[config.mk]
export PLATFORM = sky130hd
export DESIGN_NAME = sdx_fifo_top
export DESIGN_NICKNAME = d
export VERILOG_FILES = /design/src/rtl/sdx_fifo_pkg.sv /design/src/rtl/sdx_fifo_store.sv /design/src/rtl/sdx_fifo_ctrl.sv /design/src/rtl/sdx_fifo_regs.sv /design/src/rtl/sdx_fifo_top.sv
export SDC_FILE = /design/constraint.sdc
export NUM_CORES = 1
export LEC_CHECK = 0
export ABC_AREA = 1
export BUFFER_PORTS_ARGS = -buffer_cell sky130_fd_sc_hd__buf_2
export CORE_ASPECT_RATIO = 1.25
export CORE_MARGIN = 4
export CORE_UTILIZATION = 57
export CTS_CLUSTER_SIZE = 14
export DETAILED_ROUTE_END_ITERATION = 7
export MAX_ROUTING_LAYER = met4
export PLACE_DENSITY = 0.78
export REMOVE_ABC_BUFFERS = 1
export SLEW_MARGIN = 25
export SYNTH_ARGS = -nofsm -noshare
export SYNTH_HDL_FRONTEND = slang
export SYNTH_SLANG_ARGS = --single-unit
[constraint.sdc]
create_clock -name clk -period 3.9 [get_ports clk]
set_input_delay 0.195 -clock clk [delete_from_list [all_inputs] [get_ports clk]]
set_output_delay 0.195 -clock clk [all_outputs]
set_load 0.005 [all_outputs]
[src/rtl/sdx_fifo_pkg.sv]
`timescale 1ns/1ps
package sdx_fifo_pkg;
  // packed configuration word layout
  localparam int CFG_W      = 32;
  localparam int FILL_LSB   = 4;
  // status word layout
  localparam int STS_W      = 4;
  localparam int STS_RDY    = 0;
  localparam int STS_ERR    = 3;

  // free slots left in a buffer of the given depth
  function automatic int unsigned free_slots(input int unsigned depth,
                                             input int unsigned fill);
    return depth - fill;
  endfunction

  // data-ready rule: reads compare fill, writes compare free space
  function automatic logic data_ready(input logic wdir,
                                      input int unsigned depth,
                                      input int unsigned fill,
                                      input int unsigned rd_thr,
                                      input int unsigned wr_thr);
    if (wdir) return free_slots(depth, fill) >= wr_thr;
    return fill >= rd_thr;
  endfunction
endpackage

[src/rtl/sdx_fifo_store.sv]
`timescale 1ns/1ps
module sdx_fifo_store #(
  parameter int DEPTH = 16,
  parameter int DW    = 32,
  localparam int AW   = (DEPTH > 1) ? $clog2(DEPTH) : 1,
  localparam int CW   = $clog2(DEPTH) + 1
) (
  input  logic          clk,
  input  logic          rst_n,
  input  logic          flush,
  input  logic          push,
  input  logic          pop,
  input  logic [DW-1:0] wdata,
  output logic [DW-1:0] head,
  output logic [CW-1:0] count
);
  logic [DW-1:0] mem [DEPTH];
  logic [AW-1:0] wptr, rptr;

  function automatic logic [AW-1:0] ptr_next(input logic [AW-1:0] p);
    return (p == AW'(DEPTH - 1)) ? '0 : p + 1'b1;
  endfunction

  always_ff @(posedge clk or negedge rst_n) begin
    if (!rst_n) begin
      wptr  <= '0;
      rptr  <= '0;
      count <= '0;
    end else if (flush) begin
      wptr  <= '0;
      rptr  <= '0;
      count <= '0;
    end else begin
      if (push) wptr <= ptr_next(wptr);
      if (pop)  rptr <= ptr_next(rptr);
      count <= count + CW'(push) - CW'(pop);
    end
  end

  always_ff @(posedge clk) begin
    if (push && !flush) mem[wptr] <= wdata;
  end

  assign head = mem[rptr];

  AST_NO_OVERFLOW: assert property (@(posedge clk) disable iff (!rst_n)
    count <= CW'(DEPTH));
  AST_NO_UNDERFLOW: assert property (@(posedge clk) disable iff (!rst_n)
    pop |-> count != '0);
  AST_FLUSH_EMPTIES: assert property (@(posedge clk) disable iff (!rst_n)
    flush |=> count == '0);
  AST_FILL_STEP: assert property (@(posedge clk) disable iff (!rst_n)
    !flush |=> (count == $past(count)) || (count == $past(count) + 1'b1)
               || ($past(count) == count + 1'b1));
endmodule

[src/rtl/sdx_fifo_ctrl.sv]
`timescale 1ns/1ps
module sdx_fifo_ctrl #(
  parameter int DEPTH = 16,
  parameter int DW    = 32,
  localparam int CW   = $clog2(DEPTH) + 1
) (
  input  logic          clk,
  input  logic          rst_n,
  input  logic          dir_wr,
  input  logic          host_rd,
  input  logic          host_wr,
  input  logic [DW-1:0] host_wdata,
  input  logic          card_push,
  input  logic [DW-1:0] card_wdata,
  input  logic          card_pop,
  input  logic [CW-1:0] count,
  output logic          dir_q,
  output logic          flush,
  output logic          push,
  output logic          pop,
  output logic [DW-1:0] push_data,
  output logic          host_viol
);
  logic rd_dir, empty, full, push_req, pop_req;

  always_ff @(posedge clk or negedge rst_n) begin
    if (!rst_n) dir_q <= 1'b0;
    else        dir_q <= dir_wr;
  end

  assign flush     = dir_wr != dir_q;
  assign rd_dir    = !dir_q;
  assign empty     = count == '0;
  assign full      = count == CW'(DEPTH);
  assign push_req  = rd_dir ? card_push : host_wr;
  assign pop_req   = rd_dir ? host_rd   : card_pop;
  assign push_data = rd_dir ? card_wdata : host_wdata;
  assign push      = !flush && push_req && !full;
  assign pop       = !flush && pop_req && !empty;
  assign host_viol = !flush && ((rd_dir && host_rd && empty) ||
                                (!rd_dir && host_wr && full));

  AST_CARD_NO_ERR: assert property (@(posedge clk) disable iff (!rst_n)
    (rd_dir && !host_rd) || (!rd_dir && !host_wr) |-> !host_viol);
endmodule

[src/rtl/sdx_fifo_regs.sv]
`timescale 1ns/1ps
module sdx_fifo_regs
  import sdx_fifo_pkg::*;
#(
  parameter int DEPTH   = 16,
  parameter int RST_THR = 4,
  localparam int CW     = $clog2(DEPTH) + 1,
  localparam int WT_LSB = FILL_LSB + CW,
  localparam int RT_LSB = WT_LSB + CW
) (
  input  logic             clk,
  input  logic             rst_n,
  input  logic             cfg_wr,
  input  logic [CFG_W-1:0] cfg_wdata,
  input  logic             sts_wr,
  input  logic [STS_W-1:0] sts_wdata,
  input  logic [CW-1:0]    count,
  input  logic             dir_q,
  input  logic             host_viol,
  output logic [CFG_W-1:0] cfg_rdata,
  output logic [STS_W-1:0] host_status
);
  logic [CW-1:0] rd_thr, wr_thr;
  logic          fifo_err, err_clr, rdy;
  logic          unused_bits;

  assign unused_bits = ^cfg_wdata ^ ^sts_wdata;
  assign err_clr     = sts_wr && sts_wdata[STS_ERR];

  always_ff @(posedge clk or negedge rst_n) begin
    if (!rst_n) begin
      rd_thr <= CW'(RST_THR);
      wr_thr <= CW'(RST_THR);
    end else if (cfg_wr) begin
      wr_thr <= cfg_wdata[WT_LSB +: CW];
      rd_thr <= cfg_wdata[RT_LSB +: CW];
    end
  end

  always_ff @(posedge clk or negedge rst_n) begin
    if (!rst_n)         fifo_err <= 1'b0;
    else if (host_viol) fifo_err <= 1'b1;
    else if (err_clr)   fifo_err <= 1'b0;
  end

  assign rdy = data_ready(dir_q, DEPTH, 32'(count), 32'(rd_thr), 32'(wr_thr));

  always_comb begin
    cfg_rdata = '0;
    cfg_rdata[FILL_LSB +: CW] = count;
    cfg_rdata[WT_LSB +: CW]   = wr_thr;
    cfg_rdata[RT_LSB +: CW]   = rd_thr;
    host_status          = '0;
    host_status[STS_RDY] = rdy;
    host_status[STS_ERR] = fifo_err;
  end

  AST_ERR_STICKY: assert property (@(posedge clk) disable iff (!rst_n)
    fifo_err && !err_clr |=> fifo_err);
  AST_VIOL_SETS_ERR: assert property (@(posedge clk) disable iff (!rst_n)
    host_viol |=> host_status[STS_ERR]);
  AST_CLR_DROPS_ERR: assert property (@(posedge clk) disable iff (!rst_n)
    err_clr && !host_viol |=> !host_status[STS_ERR]);
endmodule

[src/rtl/sdx_fifo_top.sv]
`timescale 1ns/1ps
module sdx_fifo_top
  import sdx_fifo_pkg::*;
#(
  parameter int DEPTH   = 16,
  parameter int DW      = 32,
  parameter int RST_THR = 4,
  localparam int CW     = $clog2(DEPTH) + 1
) (
  input  logic             clk,
  input  logic             rst_n,
  input  logic             dir_wr,
  input  logic             host_rd,
  output logic [DW-1:0]    host_rdata,
  input  logic             host_wr,
  input  logic [DW-1:0]    host_wdata,
  input  logic             card_push,
  input  logic [DW-1:0]    card_wdata,
  input  logic             card_pop,
  output logic [DW-1:0]    card_rdata,
  output logic [CW-1:0]    fill_level,
  input  logic             cfg_wr,
  input  logic [CFG_W-1:0] cfg_wdata,
  output logic [CFG_W-1:0] cfg_rdata,
  input  logic             sts_wr,
  input  logic [STS_W-1:0] sts_wdata,
  output logic [STS_W-1:0] host_status
);
  logic          dir_q, flush, push, pop, host_viol, has_data;
  logic [DW-1:0] push_data, head;
  logic [CW-1:0] count;

  sdx_fifo_ctrl #(.DEPTH(DEPTH), .DW(DW)) u_ctrl (
    .clk(clk), .rst_n(rst_n), .dir_wr(dir_wr),
    .host_rd(host_rd), .host_wr(host_wr), .host_wdata(host_wdata),
    .card_push(card_push), .card_wdata(card_wdata), .card_pop(card_pop),
    .count(count), .dir_q(dir_q), .flush(flush), .push(push), .pop(pop),
    .push_data(push_data), .host_viol(host_viol));

  sdx_fifo_store #(.DEPTH(DEPTH), .DW(DW)) u_store (
    .clk(clk), .rst_n(rst_n), .flush(flush), .push(push), .pop(pop),
    .wdata(push_data), .head(head), .count(count));

  sdx_fifo_regs #(.DEPTH(DEPTH), .RST_THR(RST_THR)) u_regs (
    .clk(clk), .rst_n(rst_n), .cfg_wr(cfg_wr), .cfg_wdata(cfg_wdata),
    .sts_wr(sts_wr), .sts_wdata(sts_wdata), .count(count), .dir_q(dir_q),
    .host_viol(host_viol), .cfg_rdata(cfg_rdata), .host_status(host_status));

  assign has_data   = count != '0;
  assign host_rdata = (!dir_q && has_data) ? head : '0;
  assign card_rdata = (dir_q && has_data)  ? head : '0;
  assign fill_level = count;

  AST_FILL_EXPORT: assert property (@(posedge clk) disable iff (!rst_n)
    cfg_rdata[FILL_LSB +: CW] == fill_level);
endmodule

==> results.toml <==
[clock_network]
cts_tree = "done"
clock-root-buffer = "clkbuf_16"
cts-resized-gates = 0
cts_num_sinks = 537
clkTransAtPathRegs_ns = 0.06
hold_buffers = 22
cts-htree-levels = 2
clock_path_buffers = 3
numCtsBuffers = 50
worstSkewPairLatency_ns = 0.57
post_cts_buffers = 0

[worst_setup_path]
cp_slowest_cell = "dfrtp_4"
reg2regPathDepth = 20
arrival_ns = 3.22
r2r_end = "u_store.count[4]$_DFF_PN0_"
rrSetupSlack_ns = 0.63
crit_path_end_kind = "output port"
crit_type = "reg -> out"
crit_top_cell = "nand2_1"
critical-path-max-stage-delay_ns = 0.69
crit_path_max_fanout = 80
critical_path_buf_inv_count = 3
cp_top_family = "buffers and inverters"
crit_required_ns = 3.70
reg2reg_from = "u_store.count[1]$_DFF_PN0_"
startpoint_type = "flop"
crit_chain = "inv_6, buf_12, nand2_1, nand3_1, nand2_1, nor2_1, nand2_1, a21oi_1, buf_2"

[drt]
post_drt_wl_per_cell_um = 19.60
viasPerCell = 5.588
antenna_left = 0
drc = 0
vias = 16870
first_iter_violations = 1752
first_pass_iters = 6
wirelength_um = 59140

[power]
switching_share = 0.3093
finalPower_mw = 15.09
seqPwrFrac = 0.444
cellLeakagePower_nw = 10.86
cellPowerDensity_nw_per_um2 = 565.7
combPwrFrac = 0.239
internal_power_mw = 10.42
ir_worst_vdd_mv = 0.5963
clock_power_share = 0.317
power_switching_mw = 4.667

[logic_synthesis]
synthCells = 2280
synth_top_area_frac = 0.6549
yosys_register_bits = 537
synth.area.top_cells = "edfxtp_1 65%, nand2_1 16%, nand3_1 3.7%"
yosysWarnings = 0
synth_area_sq_um = 23480
synth-seq-area-share = 0.6816
ys_types = 26
syn_area_per_cell_sq_um = 10.30
yosysTopAreaCell = "edfxtp_1"

[placed_design]
place_ws_ns = 0.6989
numPortBuffers = 169
place_congestion = 0.8229
dpl.hpwl_um = 31440
placed_area_sq_um = 24870
placed_cells = 2908

[final_layout]
diodes = 0
nets = 2572
drive_above_1_share = 0.1234
syn_to_final_growth_pct = 13.64
fin_area_sq_um = 26680
instances_no_fill = 3018
final_util = 0.6600

[timing]
worst_slew_pin_slew_ns = 1.058
fin_crit_ns = 3.414
slew_headroom = 0.2946
fmax_ghz = 0.2929
slew_violations = 0
skew_ns = 0.01122
setup_viol = 0
fin_ws_ns = 0.4860
period_share = 0.8754
rsz0062_at_grt = "false"
hold_violations = 0

[flow_run]
cap_violations = 0

[hold_path]
worstHoldEndpoint = "u_regs.rd_thr[4]$_DFFE_PN0P_"
min_path_type = "in -> reg"
holdCritStartpoint = "cfg_wr"
hold_depth = 2

[global_route]
grt_pass1_wl_um = 90040
overflow = 0
first_global_vias = 16600
grtUsageTotal = 0.2664
antenna_found_initial = 0
grt_max_degree = 165

[floorplanning]
die_w_um = 189.5
num_io_pins = 214
initial_core_util = 0.5808
die_area_sq_um = 44520
placementRows = 82
die_h_um = 234.9
core_area_sq_um = 40420

[run_status]
status = "finished clean"
registers in the layout, indices dropped and copies added (netlist names):
| signal | cells |
|---|---|
| u_store.count | 5 |
| u_store.mem | 512 |
| u_ctrl.dir_q | 1 |
| u_store.wptr | 4 |
| u_regs.rd_thr | 5 |
| u_store.rptr | 4 |
| u_regs.fifo_err | 1 |
| u_regs.wr_thr | 5 |
final cells by class:
cell class / count / area (sq um)
Sequential cell: 537 / 16010
Clock inverter: 26 / 230.2
Fill cell: 2881 / 13740
Timing Repair Buffer: 225 / 1484
Multi-Input combinational cell: 1486 / 6397
Clock buffer: 62 / 1360
Inverter: 136 / 515.5
Tap cell: 546 / 683.2
worst max path at each step:
stage,endpoint,cells past startpoint,start,slack (ns)
2_1_floorplan,card_rdata[0],6,u_store.rptr[0]$_DFFE_PN0P_,-7.46
3_3_place_gp,u_store.count[4]$_DFF_PN0_,20,u_store.count[1]$_DFF_PN0_,0.76
3_5_place_dp,u_store.count[4]$_DFF_PN0_,20,u_store.count[1]$_DFF_PN0_,0.70
4_1_cts,card_rdata[0],9,u_store.rptr[0]$_DFFE_PN0P_,0.57
5_1_grt,card_rdata[27],8,u_store.rptr[0]$_DFFE_PN0P_,0.31
6_report,host_rdata[0],9,u_store.rptr[0]$_DFFE_PN0P_,0.49
kinds of logic after synthesis:
family / count (synthesis) / share of synthesized area
mux: 2 / 0.0009592
other cells: 1 / 0.0001597
simple gates: 1304 / 0.2186
xor+xnor: 5 / 0.002185
compound gates: 129 / 0.02766
flops: 537 / 0.6816
fa+ha+maj: 27 / 0.01471
buf+inv: 275 / 0.05409
metal layers:
metal | track usage | vias up | wire length (um)
li1 | - | 7780 | -
met1 | 0.3333 | 7967 | 21780
met2 | 0.4452 | 974 | 29830
met3 | 0.03904 | 144 | 5645
met4 | 0.09868 | 0 | 1884
met5 | - | - | 0
cells in the mapped netlist:
| cell | instances |
|---|---|
| inv_2 | 2 |
| buf_4 | 42 |
| dfstp_2 | 2 |
| conb_1 | 1 |
| edfxtp_1 | 512 |
| nor2_1 | 156 |
| fa_1 | 1 |
| inv_1 | 133 |
| a22o_1 | 1 |
| ha_1 | 26 |
| xor2_1 | 3 |
| nand2_1 | 970 |
| a21oi_1 | 107 |
| clkbuf_1 | 32 |
| dfrtp_1 | 23 |
| buf_1 | 1 |
| buf_2 | 64 |
| clkinv_1 | 1 |
| nand3_1 | 172 |
| xnor2_2 | 1 |
| nor3_1 | 2 |
| mux2_2 | 2 |
| xnor2_1 | 1 |
| o21ai_0 | 21 |
| nand4_1 | 2 |
| nor2_4 | 2 |
power groups by stage:
stage | clock network, mW | registers (mW) | logic (mW)
2_1_floorplan | 0 | 6.98 | 2.27
3_3_place_gp | 0 | 6.80 | 3.42
3_5_place_dp | 0 | 6.81 | 3.54
4_1_cts | 4.83 | 6.69 | 3.60
5_1_grt | 5.08 | 6.71 | 4.02
6_report | 4.79 | 6.70 | 3.61
placed cells by master (no fill, tap or decap), types with 21 or more instances in the layout:
cell | netlist | routed
buf_2 | 64 | 169
a21oi_1 | 107 | 107
edfxtp_1 | 512 | 512
clkbuf_16 | 0 | 53
nand3_1 | 172 | 172
dlygate4sd3_1 | 0 | 22
nor2_1 | 156 | 140
buf_4 | 42 | 21
ha_1 | 26 | 26
inv_1 | 133 | 130
nand2_1 | 970 | 968
o21ai_0 | 21 | 21
stage by stage:
stage          TNS (ns)  hold WS (ns)
2_1_floorplan   -494.99       -0.1006
3_3_place_gp          0        0.2237
3_5_place_dp          0        0.2275
4_1_cts               0      0.007384
5_1_grt               0       0.06562
6_report              0       0.03981
Power figures use the tool's default switching activity.
